## src/rtl/gpe_bank_pkg.sv

```systemverilog
package gpe_bank_pkg;
  localparam int BYTE_W = 8;

  typedef enum logic [1:0] {
    SEL_NONE = 2'd0,
    SEL_STS  = 2'd1,
    SEL_EN   = 2'd2
  } reg_sel_e;
endpackage

```

## src/rtl/gpe_addr_decode.sv

```systemverilog
module gpe_addr_decode #(
  parameter int ADDR_W    = 3,
  parameter int REG_BYTES = 2,
  localparam int BIDX_W   = $clog2(REG_BYTES)
) (
  input  logic [ADDR_W-1:0]           addr,
  output gpe_bank_pkg::reg_sel_e      sel,
  output logic [BIDX_W-1:0]           byte_idx
);
  import gpe_bank_pkg::*;

  always_comb begin
    if (addr < ADDR_W'(REG_BYTES))          sel = SEL_STS;
    else if (addr < ADDR_W'(2 * REG_BYTES)) sel = SEL_EN;
    else                                    sel = SEL_NONE;
    byte_idx = addr[BIDX_W-1:0];
  end
endmodule

```

## src/rtl/gpe_w1c_reg.sv

```systemverilog
module gpe_w1c_reg #(
  parameter int REG_BYTES = 2,
  localparam int BIDX_W   = $clog2(REG_BYTES),
  localparam int REG_W    = REG_BYTES * gpe_bank_pkg::BYTE_W
) (
  input  logic                             clk,
  input  logic                             rst_n,
  input  logic                             wr_en,
  input  logic [BIDX_W-1:0]                wr_byte,
  input  logic [gpe_bank_pkg::BYTE_W-1:0]  wr_data,
  input  logic [REG_W-1:0]                 set_vec,
  output logic [REG_W-1:0]                 q
);
  localparam int BW = gpe_bank_pkg::BYTE_W;

  for (genvar b = 0; b < REG_BYTES; b++) begin : g_byte
    logic [BW-1:0] clr_mask;
    logic [BW-1:0] set_part;
    assign clr_mask = (wr_en && wr_byte == BIDX_W'(b)) ? wr_data : '0;
    assign set_part = set_vec[b*BW +: BW];

    always_ff @(posedge clk) begin
      if (!rst_n) q[b*BW +: BW] <= '0;
      else        q[b*BW +: BW] <= (q[b*BW +: BW] & ~clr_mask) | set_part;
    end
  end
endmodule

```

## src/rtl/gpe_rw_reg.sv

```systemverilog
module gpe_rw_reg #(
  parameter int REG_BYTES = 2,
  localparam int BIDX_W   = $clog2(REG_BYTES),
  localparam int REG_W    = REG_BYTES * gpe_bank_pkg::BYTE_W
) (
  input  logic                             clk,
  input  logic                             rst_n,
  input  logic                             wr_en,
  input  logic [BIDX_W-1:0]                wr_byte,
  input  logic [gpe_bank_pkg::BYTE_W-1:0]  wr_data,
  output logic [REG_W-1:0]                 q
);
  localparam int BW = gpe_bank_pkg::BYTE_W;

  for (genvar b = 0; b < REG_BYTES; b++) begin : g_byte
    always_ff @(posedge clk) begin
      if (!rst_n)
        q[b*BW +: BW] <= '0;
      else if (wr_en && wr_byte == BIDX_W'(b))
        q[b*BW +: BW] <= wr_data;
    end
  end
endmodule

```

## src/rtl/gpe_rsp_stage.sv

```systemverilog
module gpe_rsp_stage #(
  localparam int BW = gpe_bank_pkg::BYTE_W
) (
  input  logic          clk,
  input  logic          rst_n,
  input  logic          load,
  input  logic [BW-1:0] load_data,
  input  logic          rsp_ready,
  output logic          rsp_valid,
  output logic [BW-1:0] rsp_rdata,
  output logic          can_accept
);
  assign can_accept = !rsp_valid || rsp_ready;

  always_ff @(posedge clk) begin
    if (!rst_n) begin
      rsp_valid <= 1'b0;
      rsp_rdata <= '0;
    end else if (load) begin
      rsp_valid <= 1'b1;
      rsp_rdata <= load_data;
    end else if (rsp_ready) begin
      rsp_valid <= 1'b0;
    end
  end
endmodule

```

## src/rtl/gpe_event_bank.sv

```systemverilog
module gpe_event_bank #(
  parameter int ADDR_W      = 3,
  parameter int REG_BYTES   = 2,
  parameter int HOTPLUG_BIT = 1,
  localparam int BW         = gpe_bank_pkg::BYTE_W,
  localparam int REG_W      = REG_BYTES * BW,
  localparam int BIDX_W     = $clog2(REG_BYTES)
) (
  input  logic              clk,
  input  logic              rst_n,
  input  logic              req_valid,
  output logic              req_ready,
  input  logic              req_write,
  input  logic [ADDR_W-1:0] req_addr,
  input  logic [BW-1:0]     req_wdata,
  output logic              rsp_valid,
  input  logic              rsp_ready,
  output logic [BW-1:0]     rsp_rdata,
  input  logic              hotplug_evt,
  output logic              irq
);
  import gpe_bank_pkg::*;

  reg_sel_e          sel;
  logic [BIDX_W-1:0] byte_idx;
  logic              accept;
  logic              wr_sts, wr_en_reg, rd_acc;
  logic [REG_W-1:0]  status_q, enable_q, set_vec;
  logic [BW-1:0]     rd_byte;

  gpe_addr_decode #(.ADDR_W(ADDR_W), .REG_BYTES(REG_BYTES)) u_dec (
    .addr(req_addr), .sel(sel), .byte_idx(byte_idx)
  );

  assign accept    = req_valid && req_ready;
  assign wr_sts    = accept && req_write && sel == SEL_STS;
  assign wr_en_reg = accept && req_write && sel == SEL_EN;
  assign rd_acc    = accept && !req_write;
  assign set_vec   = REG_W'(hotplug_evt) << HOTPLUG_BIT;

  gpe_w1c_reg #(.REG_BYTES(REG_BYTES)) u_sts (
    .clk(clk), .rst_n(rst_n), .wr_en(wr_sts), .wr_byte(byte_idx),
    .wr_data(req_wdata), .set_vec(set_vec), .q(status_q)
  );

  gpe_rw_reg #(.REG_BYTES(REG_BYTES)) u_en (
    .clk(clk), .rst_n(rst_n), .wr_en(wr_en_reg), .wr_byte(byte_idx),
    .wr_data(req_wdata), .q(enable_q)
  );

  always_comb begin
    unique case (sel)
      SEL_STS: rd_byte = status_q[byte_idx*BW +: BW];
      SEL_EN:  rd_byte = enable_q[byte_idx*BW +: BW];
      default: rd_byte = '0;
    endcase
  end

  gpe_rsp_stage u_rsp (
    .clk(clk), .rst_n(rst_n), .load(rd_acc), .load_data(rd_byte),
    .rsp_ready(rsp_ready), .rsp_valid(rsp_valid), .rsp_rdata(rsp_rdata),
    .can_accept(req_ready)
  );

  assign irq = status_q[HOTPLUG_BIT] & enable_q[HOTPLUG_BIT];
endmodule

```

## config.mk

```make
export PLATFORM = sky130hd
export DESIGN_NAME = gpe_event_bank
export DESIGN_NICKNAME = d
export VERILOG_FILES = /design/src/rtl/gpe_bank_pkg.sv /design/src/rtl/gpe_addr_decode.sv /design/src/rtl/gpe_w1c_reg.sv /design/src/rtl/gpe_rw_reg.sv /design/src/rtl/gpe_rsp_stage.sv /design/src/rtl/gpe_event_bank.sv
export SDC_FILE = /design/constraint.sdc
export NUM_CORES = 1
export LEC_CHECK = 0
export BUFFER_PORTS_ARGS = -buffer_cell sky130_fd_sc_hd__buf_2
export CAP_MARGIN = 15
export CELL_PAD_IN_SITES_DETAIL_PLACEMENT = 1
export CELL_PAD_IN_SITES_GLOBAL_PLACEMENT = 1
export CORE_UTILIZATION = 38
export CTS_CLUSTER_DIAMETER = 30
export DETAILED_ROUTE_END_ITERATION = 12
export GPL_TIMING_DRIVEN = 0
export PLACE_DENSITY_LB_ADDON = 0.1
export SETUP_SLACK_MARGIN = 0.15
export SYNTH_ARGS = -nofsm -noshare
export SYNTH_HDL_FRONTEND = slang
export SYNTH_SLANG_ARGS = --single-unit
export TNS_END_PERCENT = 5
```

## constraint.sdc

```tcl
create_clock -name clk -period 1.5 [get_ports clk]
set_input_delay 0.45 -clock clk [delete_from_list [all_inputs] [get_ports clk]]
set_output_delay 0.45 -clock clk [all_outputs]
set_load 0.005 [all_outputs]
```

==> results.md, run 1 <==
- Multi-input logic area: 812 µm²
- Final Slew Violations: 0
- Power density relative to cell area: 1010 nW/µm²
- Count of cells along the worst hold path: 2
- Overall Global Routing Usage: 0.207
- Number of top-level design ports: 28
- Highest achievable clock rate: between 600 and 700 MHz
- CP max-delay cell: sky130_fd_sc_hd__or4b_4
- Vias in the first global route: about 1400
- Filler-free cell count of the finished design: ~240
- Final global-route overflow total: 0
- Routed wirelength normalized by instance count: ~17 µm
- Height of the chip: roughly 68 µm
- Cell at the root of the clock tree: sky130_fd_sc_hd__clkbuf_8
- Worst Setup Start Kind: primary input
- Mapped cell area: between 1500 and 2000 µm²
- Class of the tightest hold or removal check: in2reg
- Total wire length after detailed routing: 4.22 mm
- Cell count after synthesis: roughly 150
- Largest stage delay on the critical path: 0.55 ns
- Die ar.: 4650 µm²
- Clock slew at reported path FFs: ~0.080 ns
- TritonCTS clock tree: built
- Area share of xor/xnor cells in the synthesized design: 0
- Number of synthesized register bits: 41
- Crit-path leading delay family: simple AND/OR/NAND/NOR gates
- Total core area: approximately 4100 µm²
- Multiplexer share of the synthesized area: 0.205
- Max Fanout on Critical Path: 10
- Sequential fraction of the synthesis area: 0.493
- Post-synthesis compound-gate area fraction: 0.103
- Final-report setup violation count: 1
- Crit Reg-Reg Endpoint: u_en.q[13]$_SDFFE_PN0P_
- Syn_area_per_cell: 10.9 µm²
- Worst-Skew Late Latency: approximately 0.29 ns
- Footprint of the flip-flops and latches: a little over 800 µm²
- Synthesis-to-finish area growth: 26.8%
- H-Tree Depth: 2
- Number of antenna violations at the first check in global routing: 0
- Maximum number of pins on one net before global-route repair: 13
- Max Buffers Root-to-Sink: 2
- Final routed DRC violation total: 0
- Violated checks: setup timing
- Critical Path End Type: flip-flop
- Origin of the critical flop-to-flop path: u_rsp.rsp_valid$_SDFFE_PN0P_
- Number of warnings reported in the yosys synthesis log: 0
- Filler instances: 454
- Transition time of the tightest slew-check pin: about 0.63 ns
- Layout cells sized above 1: 0.340
- Worst clock skew on the final layout: about 0.0056 ns
- Number of rows created at floorplan: 23
- Shortest period the worst path allows: roughly 1.5 ns
- Worst relative slew slack: 0.581
- Total Power Consumption: 2130 µW
- Start point of the worst min-delay path: req_wdata[4]
- Portion of the clock cycle consumed by the worst path in the final layout: 1.00
- Distinct cell type count of the synthesized netlist: 23
- HPWL after detailed placement: approximately 2.8 mm
- Leakage: roughly 0.0009 µW
- Worst Path Class, Setup: in2reg
- Total number of nets in the final design: ~210
- Data arrival time of the worst path: ~1.7 ns
- Per-cell via count in the routed design: ~5.4
- Number of cells after detailed placement: ~230
- Clock buffer count from CTS: 5
- Number of violations of the max-capacitance limit: 0
- Diodes inserted: 0
- Initial Utilization: 0.404
- Hold Slack: about 0.35 ns
- Area fraction in and, or, nand and nor cells after synthesis: 0.160
- Global-route wire length before repair: approximately 6.6 mm
- Post-route worst setup slack: -0.000670 ns
- Utilization of the core after routing: 0.513
- Worst IR Drop VDD: between 0.4 and 0.5 mV
- Main combinational cell family by area after synthesis: multiplexers
- Post-synthesis share of cell area spent on full adders, half adders and majority gates: 0
- Worst R2R Setup Slack: about 0.02 ns
- Vias post-DR: 1318
- Unrepaired setup endpoints after global routing: yes
- Length of the first detailed-routing pass in iterations: 4
- First DRT Iteration DRCs: 74
- Width of the die: around 70 µm
- Ordered list of cells on the worst path: buf_6, nand2b_4, buf_12, or4b_4, buf_8, mux2i_1
- Quantity of hold-fixing buffers added after cts: 0
- Required time at the endpoint of the critical path: 1.68 ns
- Clock sink total: about 40
- Number of antenna-violating nets in the routed design: 0
- Count of cells along the worst register-to-register path: 5
- Bufs and invs on worst path: 3
- Count of final hold-check violations: 0
- Place WS: -0.630 ns
- Min-Delay Endpoint: u_sts.q[12]$_SDFF_PN0_
- Placer Congestion: roughly 0.66
- Synthesized Nets: 170
- Outcome: finished with violations
- Number of buffer cells added on primary ports: 26
cell families (layout without fill, tap and decap cells):
| group | Yosys count | count (layout) |
|---|---|---|
| buffers and inverters | 11 | 52 |
| and+or+nand+nor | 50 | 50 |
| AOI/OAI and AO/OA | 27 | 27 |
| DFF | 41 | 41 |
| muxes | 24 | 24 |
flip-flops by register name (all words and copies together) (netlist names):
register and flops:
u_rsp.rsp_rdata 8, u_sts.q 16, u_en.q 16, u_rsp.rsp_valid 1
through the flow:
step / instance area [µm²] / TNS, ns
final: 2110 / -0.000670
after global routing: 2110 / -0.130
after CTS: 2060 / -0.108
after detailed placement: 1860 / -17.13
after global placement: 1860 / -15.23
after floorplan: 1660 / -0.485
worst max-delay path by stage:
stage / end / slack [ns] / depth (start not counted) / from
after floorplan: u_en.q[10]$_SDFFE_PN0P_ / -0.06 / 5 / req_addr[2]
after global placement: u_sts.q[14]$_SDFF_PN0_ / -0.53 / 4 / req_addr[0]
after detailed placement: u_sts.q[1]$_SDFF_PN0_ / -0.63 / 4 / req_addr[0]
after CTS: u_en.q[13]$_SDFFE_PN0P_ / -0.03 / 5 / u_rsp.rsp_valid$_SDFFE_PN0P_
after global routing: req_ready / -0.05 / 4 / u_rsp.rsp_valid$_SDFFE_PN0P_
final: u_en.q[13]$_SDFFE_PN0P_ / -0.0007 / 6 / req_addr[2]
cell usage after synthesis:
master,n,share of area
sky130_fd_sc_hd__or4b_4,1,0.0083
sky130_fd_sc_hd__and2_1,1,0.0038
sky130_fd_sc_hd__dfxtp_1,41,0.49
sky130_fd_sc_hd__o21a_1,1,0.0045
sky130_fd_sc_hd__nor2b_1,1,0.0038
sky130_fd_sc_hd__nor4b_2,2,0.018
sky130_fd_sc_hd__nand2b_1,1,0.0038
sky130_fd_sc_hd__buf_2,1,0.0030
sky130_fd_sc_hd__mux2i_1,16,0.096
sky130_fd_sc_hd__clkbuf_1,5,0.011
sky130_fd_sc_hd__a21oi_1,15,0.045
sky130_fd_sc_hd__buf_6,3,0.020
sky130_fd_sc_hd__a31oi_1,1,0.0038
sky130_fd_sc_hd__a21boi_0,1,0.0045
sky130_fd_sc_hd__inv_1,2,0.0045
sky130_fd_sc_hd__nor4_2,1,0.0075
sky130_fd_sc_hd__mux4_2,8,0.11
sky130_fd_sc_hd__nor4_4,1,0.013
sky130_fd_sc_hd__or2_2,1,0.0038
sky130_fd_sc_hd__nand2_1,40,0.090
sky130_fd_sc_hd__a22o_1,8,0.042
sky130_fd_sc_hd__o21ai_0,1,0.0030
sky130_fd_sc_hd__nand2b_4,1,0.0083
what timing repair did:
item / CTS / global route
endpoints found under the setup margin: 41 / 28
buffers inserted: 6 / 2
hold endpoints to repair: 0 / 0
pin swaps: 9 / 7
gates resized for setup: 8 / 13
routing by layer:
metal  global-route usage  vias up  share of wire
met2                0.347       46           0.49
met5                    0        -              0
li1                     -      621              -
met4               0.0990        0          0.024
met1                0.246      643           0.42
met3               0.0500        8          0.067
power by group:
group / switching, µW / internal, µW
Clock: 370 / 484
Combinational: 97.0 / 74.3
Sequential: 4.99 / 1100
area by class of cell:
| type | count | area share |
|---|---|---|
| inverters | 2 | 0.00474 |
| plain buffers | 9 | 0.0350 |
| multi-input cells | 101 | 0.385 |
| clock inverters | 2 | 0.0166 |
| repair buffers | 34 | 0.106 |
| flip-flops and latches | 41 | 0.391 |
| clock buffers | 5 | 0.0326 |
| well taps | 50 | 0.0297 |
placed cells by master, fill, tap and decap left out, types with 2 or more instances in the layout:
master,Yosys,layout
sky130_fd_sc_hd__a22o_1,8,8
sky130_fd_sc_hd__clkbuf_1,5,4
sky130_fd_sc_hd__a21oi_1,15,15
sky130_fd_sc_hd__buf_12,0,2
sky130_fd_sc_hd__dfxtp_2,0,3
sky130_fd_sc_hd__nor4_4,1,2
sky130_fd_sc_hd__nand2_1,40,40
sky130_fd_sc_hd__nor4b_4,0,2
sky130_fd_sc_hd__clkbuf_8,0,5
sky130_fd_sc_hd__buf_6,3,5
sky130_fd_sc_hd__mux2i_1,16,16
sky130_fd_sc_hd__dfxtp_1,41,38
sky130_fd_sc_hd__buf_4,0,6
sky130_fd_sc_hd__mux4_2,8,8
sky130_fd_sc_hd__buf_2,1,24
Power figures use the tool's default switching activity.
==> run 2: changes to the inputs <==
- SKIP_LAST_GASP: not set -> 1
==> run 2 against run 1 <==
- sequential power about the same
- the run still ends with setup timing left
- power shrank 0.39%
- largest cell class unchanged
- via count is 0.53% lower
- die area is the same
==> results.md, run 2 (synthesis gave the netlist of run 1 again) <==
- Outcome: finished with violations
- Violated checks: setup timing
- Reg power frac: 0.520 (+0.002)
- Global-route wire length before repair: 6.57 mm (-0.11%)
- Worst IR Drop VDD: 0.442 mV (+0.45%)
- Internal power consumption: 1650 µW (-0.40%)
- Total wire length after detailed routing: 4.21 mm (-0.26%)
- TritonCTS clock tree: built
- Crit Reg-Reg Endpoint: u_en.q[13]$_SDFFE_PN0P_
- Quantity of hold-fixing buffers added after cts: 0 (unchanged)
- Shortest period the worst path allows: 1.53 ns (+0.0278 ns)
- First DRT Iteration DRCs: 50 (-32%)
- Largest registers ranked by flip-flop count: u_en.q (16), u_sts.q (16), u_rsp.rsp_rdata (8)
- Portion of the clock cycle consumed by the worst path in the final layout: 1.02 (+0.0185)
- Required time at the endpoint of the critical path: 1.68 ns (about the same)
- Worst-Skew Late Latency: 0.29 ns (about the same)
- Placer Congestion: 0.663 (unchanged)
- Filler instances: 456 (+0.44%)
- Max Fanout on Critical Path: 10 (unchanged)
- Hold Slack: 0.352 ns (+0.0000430 ns)
- Data arrival time of the worst path: 1.71 ns (+0.03 ns)
- HPWL after detailed placement: 2.81 mm (unchanged)
- H-Tree Depth: 2 (unchanged)
- Number of antenna-violating nets in the routed design: 0 (unchanged)
- Total core area: 4120 µm² (unchanged)
- Final global-route overflow total: 0 (unchanged)
- Count of cells along the worst hold path: 2 (unchanged)
- Class of the tightest hold or removal check: in2reg
- Highest achievable clock rate: 654 MHz (-1.8%)
- Post-route worst setup slack: -0.0285 ns (-0.0278 ns)
- Min-Delay Endpoint: u_sts.q[12]$_SDFF_PN0_
- Clock sink total: 41 (unchanged)
- Vias in the first global route: 1368 (+0.22%)
- Worst Setup Start Kind: primary input
- Number of antenna violations at the first check in global routing: 0 (unchanged)
- Length of the first detailed-routing pass in iterations: 4 (unchanged)
- Final Slew Violations: 0 (unchanged)
- Number of buffer cells added on primary ports: 26 (unchanged)
- Layout cells sized above 1: 0.325 (-0.0155)
- Final-report setup violation count: 8 (+7)
- Most frequent cells in the layout: sky130_fd_sc_hd__nand2_1, sky130_fd_sc_hd__dfxtp_1, sky130_fd_sc_hd__buf_2
- Diodes inserted: 0 (unchanged)
- Cell at the root of the clock tree: sky130_fd_sc_hd__clkbuf_8
- Routed wirelength normalized by instance count: 17.3 µm (-0.26%)
- Leakage: 0.000883 µW (-1.3%)
- Filler-free cell count of the finished design: 244 (unchanged)
- Width of the die: 68.2 µm (unchanged)
- Worst relative slew slack: 0.589 (+0.00846)
- Number of cells after detailed placement: 229 (unchanged)
- Die ar.: 4650 µm² (unchanged)
- Worst R2R Setup Slack: 0.03 ns (about the same)
- Origin of the critical flop-to-flop path: u_rsp.rsp_valid$_SDFFE_PN0P_
- Start point of the worst min-delay path: req_wdata[4]
- Number of violations of the max-capacitance limit: 0 (unchanged)
- Number of top-level design ports: 28 (unchanged)
- Worst Path Class, Setup: in2reg
- Total number of nets in the final design: 211 (unchanged)
- Height of the chip: 68.2 µm (unchanged)
- Maximum number of pins on one net before global-route repair: 13 (unchanged)
- Max Buffers Root-to-Sink: 2 (unchanged)
- Clock slew at reported path FFs: 0.08 ns (about the same)
- Initial Utilization: 0.404 (unchanged)
- Count of cells along the worst register-to-register path: 5 (unchanged)
- Power density relative to cell area: 1020 nW/µm² (+0.98%)
- Count of final hold-check violations: 0 (unchanged)
- Clock buffer count from CTS: 5 (unchanged)
- Worst clock skew on the final layout: 0.00542 ns (-0.000222 ns)
- Synthesis-to-finish area growth: 25.0%
- Overall Global Routing Usage: 0.207 (unchanged)
- Share of total power consumed by net switching: 0.222 (about the same)
- Per-cell via count in the routed design: 5.37 (-0.53%)
- Transition time of the tightest slew-check pin: 0.613 ns (-0.0126 ns)
- Comb pwr share: 0.078 (-0.003)
- Final routed DRC violation total: 0 (unchanged)
- Clock share of power: 0.402 (about the same)
- Psw: 470 µW (-0.37%)
- Vias post-DR: 1311 (-0.53%)
- Critical Path End Type: flip-flop
- Unrepaired setup endpoints after global routing: yes
- Number of rows created at floorplan: 23 (unchanged)
## run 2: cell counts in the layout (fill, tap and decap cells not counted)
Identical to the previous run, type by type.
## run 2: worst max-delay path by stage
stage	start	end	cells after the start
floorplan	req_addr[2]	u_en.q[10]$_SDFFE_PN0P_	5
global placement	req_addr[0]	u_sts.q[14]$_SDFF_PN0_	4
detailed placement	req_addr[0]	u_sts.q[1]$_SDFF_PN0_	4
CTS	u_rsp.rsp_valid$_SDFFE_PN0P_	u_en.q[13]$_SDFFE_PN0P_	5
global route	u_rsp.rsp_valid$_SDFFE_PN0P_	req_ready	4
finish	req_addr[2]	u_en.q[13]$_SDFFE_PN0P_	6
## run 2: worst max-delay path, stage by stage
cell and delay, ns:
sky130_fd_sc_hd__buf_2 0.12, sky130_fd_sc_hd__nand2b_4 0.14, sky130_fd_sc_hd__buf_6 0.15, sky130_fd_sc_hd__or4b_4 0.55, sky130_fd_sc_hd__buf_8 0.17, sky130_fd_sc_hd__mux2i_1 0.12
## run 2: cell type report
cell class                      count  area (µm²)  share of cell area
Buffer                              9        61.3              0.0295
Clock buffer                        5        68.8              0.0331
Clock inverter                      2        35.0              0.0168
Inverter                            2        10.0             0.00481
Multi-Input combinational cell    101         812               0.390
Sequential cell                    41         822               0.395
Tap cell                           50        62.6              0.0301
Timing Repair Buffer               34         209               0.100
## run 2: repair_timing
action	4_1_cts	5_1_grt
endpoints found under the setup margin	41	30
endpoints found under the hold margin	0	0
setup buffers	6	2
gates resized for setup	7	3
pin swaps	2	1
## run 2: routing by layer
layer	up-vias	part of all wire	GRT usage
met5	-	0	0
met4	0	0.024	0.0990
met3	8	0.067	0.0500
met2	44	0.49	0.347
met1	638	0.42	0.246
li1	621	-	-
## run 2: power by group through the flow
stage / Sequential [µW] / Combinational (µW) / Clock [µW]
2_1_floorplan: 1130 / 84.9 / 0
3_3_place_gp: 1130 / 141 / 0
3_5_place_dp: 1130 / 145 / 0
4_1_cts: 1100 / 160 / 876
5_1_grt: 1100 / 178 / 929
6_report: 1100 / 164 / 852
## run 2: metrics by stage
| stage | setup slack, ns | area, µm² | util | total power, µW | TNS (ns) |
|---|---|---|---|---|---|
| after detailed placement | -0.630 | 1860 | 0.451 | 1270 | -17.13 |
| after global routing | -0.0550 | 2080 | 0.506 | 2210 | -0.424 |
| after global placement | -0.533 | 1860 | 0.451 | 1270 | -15.23 |
| after floorplan | -0.0585 | 1660 | - | 1210 | -0.485 |
| after CTS | -0.0279 | 2050 | 0.499 | 2140 | -0.108 |
| final | -0.0285 | 2080 | 0.506 | 2120 | -0.144 |
==> run 3: changes to the inputs <==
- CORE_ASPECT_RATIO: not set -> 1.25
- MAX_ROUTING_LAYER: not set -> met4
==> run 3 against run 2 <==
- the run still ends with setup timing left
- sequential power about the same
- power is 0.82% lower
- die area is essentially flat
- global-route usage increased by 1.5 points
- routed wire length is 6.9% higher
- critical endpoint is now u_en.q[12]$_SDFFE_PN0P_
- largest cell class unchanged
==> results.md, run 3 (synthesis gave the netlist of run 1 again) <==
- Outcome: finished with violations
- Violated checks: setup timing
- First DRT Iteration DRCs: 41 (-18%)
- Length of the first detailed-routing pass in iterations: 4 (unchanged)
- HPWL after detailed placement: 3.05 mm (+8.5%)
- Transition time of the tightest slew-check pin: 0.612 ns (-0.000982 ns)
- Layout cells sized above 1: 0.330 (+0.00515)
- Routed wirelength normalized by instance count: 18.0 µm (+4.3%)
- Power density relative to cell area: 1000 nW/µm² (-1.6%)
- Start point of the worst min-delay path: req_wdata[6]
- Worst relative slew slack: 0.590 (+0.000658)
- Filler instances: 480 (+5.3%)
- Largest stage delay on the critical path: 0.55 ns (about the same)
- Total wire length after detailed routing: 4.50 mm (+6.9%)
- Utilization of the core after routing: 0.508 (+0.00195)
- Clock slew at reported path FFs: 0.09 ns (about the same)
- Worst clock skew on the final layout: 0.0109 ns (+0.00549 ns)
- Psw: 509 µW (+8.3%)
- Total core area: 4130 µm² (+0.40%)
- Cell repeated most along the worst path: sky130_fd_sc_hd__buf_12
- Largest registers ranked by flip-flop count: u_en.q (16), u_sts.q (16), u_rsp.rsp_rdata (8)
- Global-route wire length before repair: 7.05 mm (+7.4%)
- Highest achievable clock rate: 654 MHz (-0.11%)
- Worst Setup Start Kind: primary input
- Clock buffer count from CTS: 5 (unchanged)
- Crit Reg-Reg Endpoint: u_en.q[6]$_SDFFE_PN0P_
- Count of final hold-check violations: 0 (unchanged)
- Initial Utilization: 0.403 (-0.00159)
- Number of rows created at floorplan: 26 (+13%)
- Die ar.: 4650 µm² (about the same)
- Required time at the endpoint of the critical path: 1.69 ns (about the same)
- Number of violations of the max-capacitance limit: 0 (unchanged)
- Shortest period the worst path allows: 1.53 ns (+0.00167 ns)
- Final-report setup violation count: 9 (+1)
- Share of total power consumed by net switching: 0.242 (+0.0203)
- Reg power frac: 0.524 (+0.004)
- Leakage: 0.000890 µW (+0.75%)
- Worst R2R Setup Slack: 0.03 ns (about the same)
- Comb pwr share: 0.081 (+0.003)
- Clock sink total: 41 (unchanged)
- Worst-Skew Late Latency: 0.30 ns (about the same)
- Data arrival time of the worst path: 1.72 ns (about the same)
- Multi-input logic area: 812 µm² (unchanged)
- Count of cells along the worst hold path: 2 (unchanged)
- Number of antenna-violating nets in the routed design: 0 (unchanged)
- Count of cells along the worst register-to-register path: 6 (+1)
- Number of top-level design ports: 28 (unchanged)
- Bufs and invs on worst path: 3 (unchanged)
- Critical Path End Type: flip-flop
- Worst Path Class, Setup: in2reg
- TritonCTS clock tree: built
- Height of the chip: 76.0 µm (+11%)
- Post-route worst setup slack: -0.0302 ns (-0.00167 ns)
- Placer Congestion: 0.703 (+5.9%)
- Worst IR Drop VDD: 0.493 mV (+12%)
- Final global-route overflow total: 0 (unchanged)
- Origin of the critical flop-to-flop path: u_rsp.rsp_valid$_SDFFE_PN0P_
- Most frequent cells in the layout: sky130_fd_sc_hd__nand2_1, sky130_fd_sc_hd__dfxtp_1, sky130_fd_sc_hd__buf_2
- Internal power consumption: 1590 µW (-3.4%)
- Max Fanout on Critical Path: 10 (unchanged)
- Final Slew Violations: 0 (unchanged)
- Overall Global Routing Usage: 0.221 (+0.0145)
- Diodes inserted: 0 (unchanged)
- Min-Delay Endpoint: u_sts.q[14]$_SDFF_PN0_
- Footprint of the flip-flops and latches: 822 µm² (unchanged)
- Final routed DRC violation total: 0 (unchanged)
- H-Tree Depth: 2 (unchanged)
- Maximum number of pins on one net before global-route repair: 14 (+1)
- Vias in the first global route: 1396 (+2.0%)
- Clock share of power: 0.395 (-0.007)
- Width of the die: 61.2 µm (-10%)
- Number of buffer cells added on primary ports: 26 (unchanged)
- Total number of nets in the final design: 210 (-0.47%)
- Portion of the clock cycle consumed by the worst path in the final layout: 1.02 (+0.00111)
- Synthesis-to-finish area growth: 26.0%
- Cell at the root of the clock tree: sky130_fd_sc_hd__clkbuf_8
- Unrepaired setup endpoints after global routing: yes
- Class of the tightest hold or removal check: in2reg
- Per-cell via count in the routed design: 5.19 (-3.4%)
- Vias post-DR: 1297 (-1.1%)
- Number of antenna violations at the first check in global routing: 0 (unchanged)
- Crit-path leading delay family: simple AND/OR/NAND/NOR gates
- CP max-delay cell: sky130_fd_sc_hd__or4b_4
- Ordered list of cells on the worst path: buf_2, nand2b_4, buf_12, or4b_4, buf_12, mux2i_1
- Max Buffers Root-to-Sink: 2 (unchanged)
- Place WS: -0.634 ns (-0.00395 ns)
-- run 3: changes by cell type in the layout (fill, tap and decap cells not counted) --
cell                        delta
sky130_fd_sc_hd__clkbuf_2      +1
sky130_fd_sc_hd__buf_8         -1
sky130_fd_sc_hd__clkbuf_1      -1
sky130_fd_sc_hd__clkinv_2      -1
sky130_fd_sc_hd__buf_12        +2
sky130_fd_sc_hd__bufinv_16     -1
sky130_fd_sc_hd__buf_6         -1
sky130_fd_sc_hd__buf_4         -1
sky130_fd_sc_hd__clkbuf_8      +2
sky130_fd_sc_hd__inv_6         +1
-- run 3: how the worst max path moves through the flow --
stage | startpoint | to | slack (ns) | cells after the start
4_1_cts | u_rsp.rsp_valid$_SDFFE_PN0P_ | req_ready | -0.03 | 4
2_1_floorplan | req_addr[2] | u_en.q[10]$_SDFFE_PN0P_ | -0.06 | 5
3_5_place_dp | req_addr[0] | u_sts.q[1]$_SDFF_PN0_ | -0.63 | 4
5_1_grt | u_rsp.rsp_valid$_SDFFE_PN0P_ | req_ready | -0.06 | 4
6_report | req_addr[2] | u_en.q[12]$_SDFFE_PN0P_ | -0.03 | 6
3_3_place_gp | req_addr[0] | u_sts.q[10]$_SDFF_PN0_ | -0.56 | 4
-- run 3: worst register-to-register path: stages (launching register included) --
cell and delay, ns:
sky130_fd_sc_hd__dfxtp_2 0.32, sky130_fd_sc_hd__nor2b_4 0.12, sky130_fd_sc_hd__buf_6 0.13, sky130_fd_sc_hd__buf_4 0.14, sky130_fd_sc_hd__nor4_4 0.31, sky130_fd_sc_hd__buf_12 0.18
sky130_fd_sc_hd__mux2i_1 0.20
-- run 3: metal layers --
metal | share of wire | vias up | global-route usage
li1 | - | 617 | -
met1 | 0.39 | 649 | 0.236
met2 | 0.57 | 26 | 0.389
met3 | 0.031 | 5 | 0.0509
met4 | 0.014 | 0 | 0.0682
met5 | 0 | - | -
-- run 3: power by group through the flow --
stage	sequential [µW]	clock, µW	combinational [µW]
floorplan	1130	0	84.9
global placement	1130	0	142
detailed placement	1130	0	149
CTS	1100	845	164
global route	1100	899	184
finish	1100	829	170
-- run 3: area by class of cell --
| type | count | area share |
|---|---|---|
| sequential | 41 | 0.392 |
| inverter | 2 | 0.00477 |
| timing repair buffer | 33 | 0.0961 |
| tap | 56 | 0.0334 |
| clock inverter | 1 | 0.00418 |
| clock buffer | 7 | 0.0459 |
| buffer | 9 | 0.0364 |
| multi-input combinational | 101 | 0.387 |
-- run 3: per-stage QoR --
step | cells | setup TNS [ns] | power [µW] | instance area [µm²] | hold slack, ns
after global routing | 250 | -0.762 | 2190 | 2100 | 0.331
after floorplan | 153 | -0.485 | 1210 | 1660 | 0.409
after global placement | 235 | -16.25 | 1270 | 1860 | 0.416
final | 250 | -0.188 | 2100 | 2100 | 0.341
after detailed placement | 235 | -17.56 | 1280 | 1860 | 0.426
after CTS | 249 | -0.0479 | 2110 | 2060 | 0.333
-- run 3: what timing repair did --
action,CTS,global route
endpoints found under the hold margin,0,0
buffers inserted,6,1
hold buffers,0,0
setup endpoints to repair,42,28
gates resized for setup,7,7
pin swaps,2,1
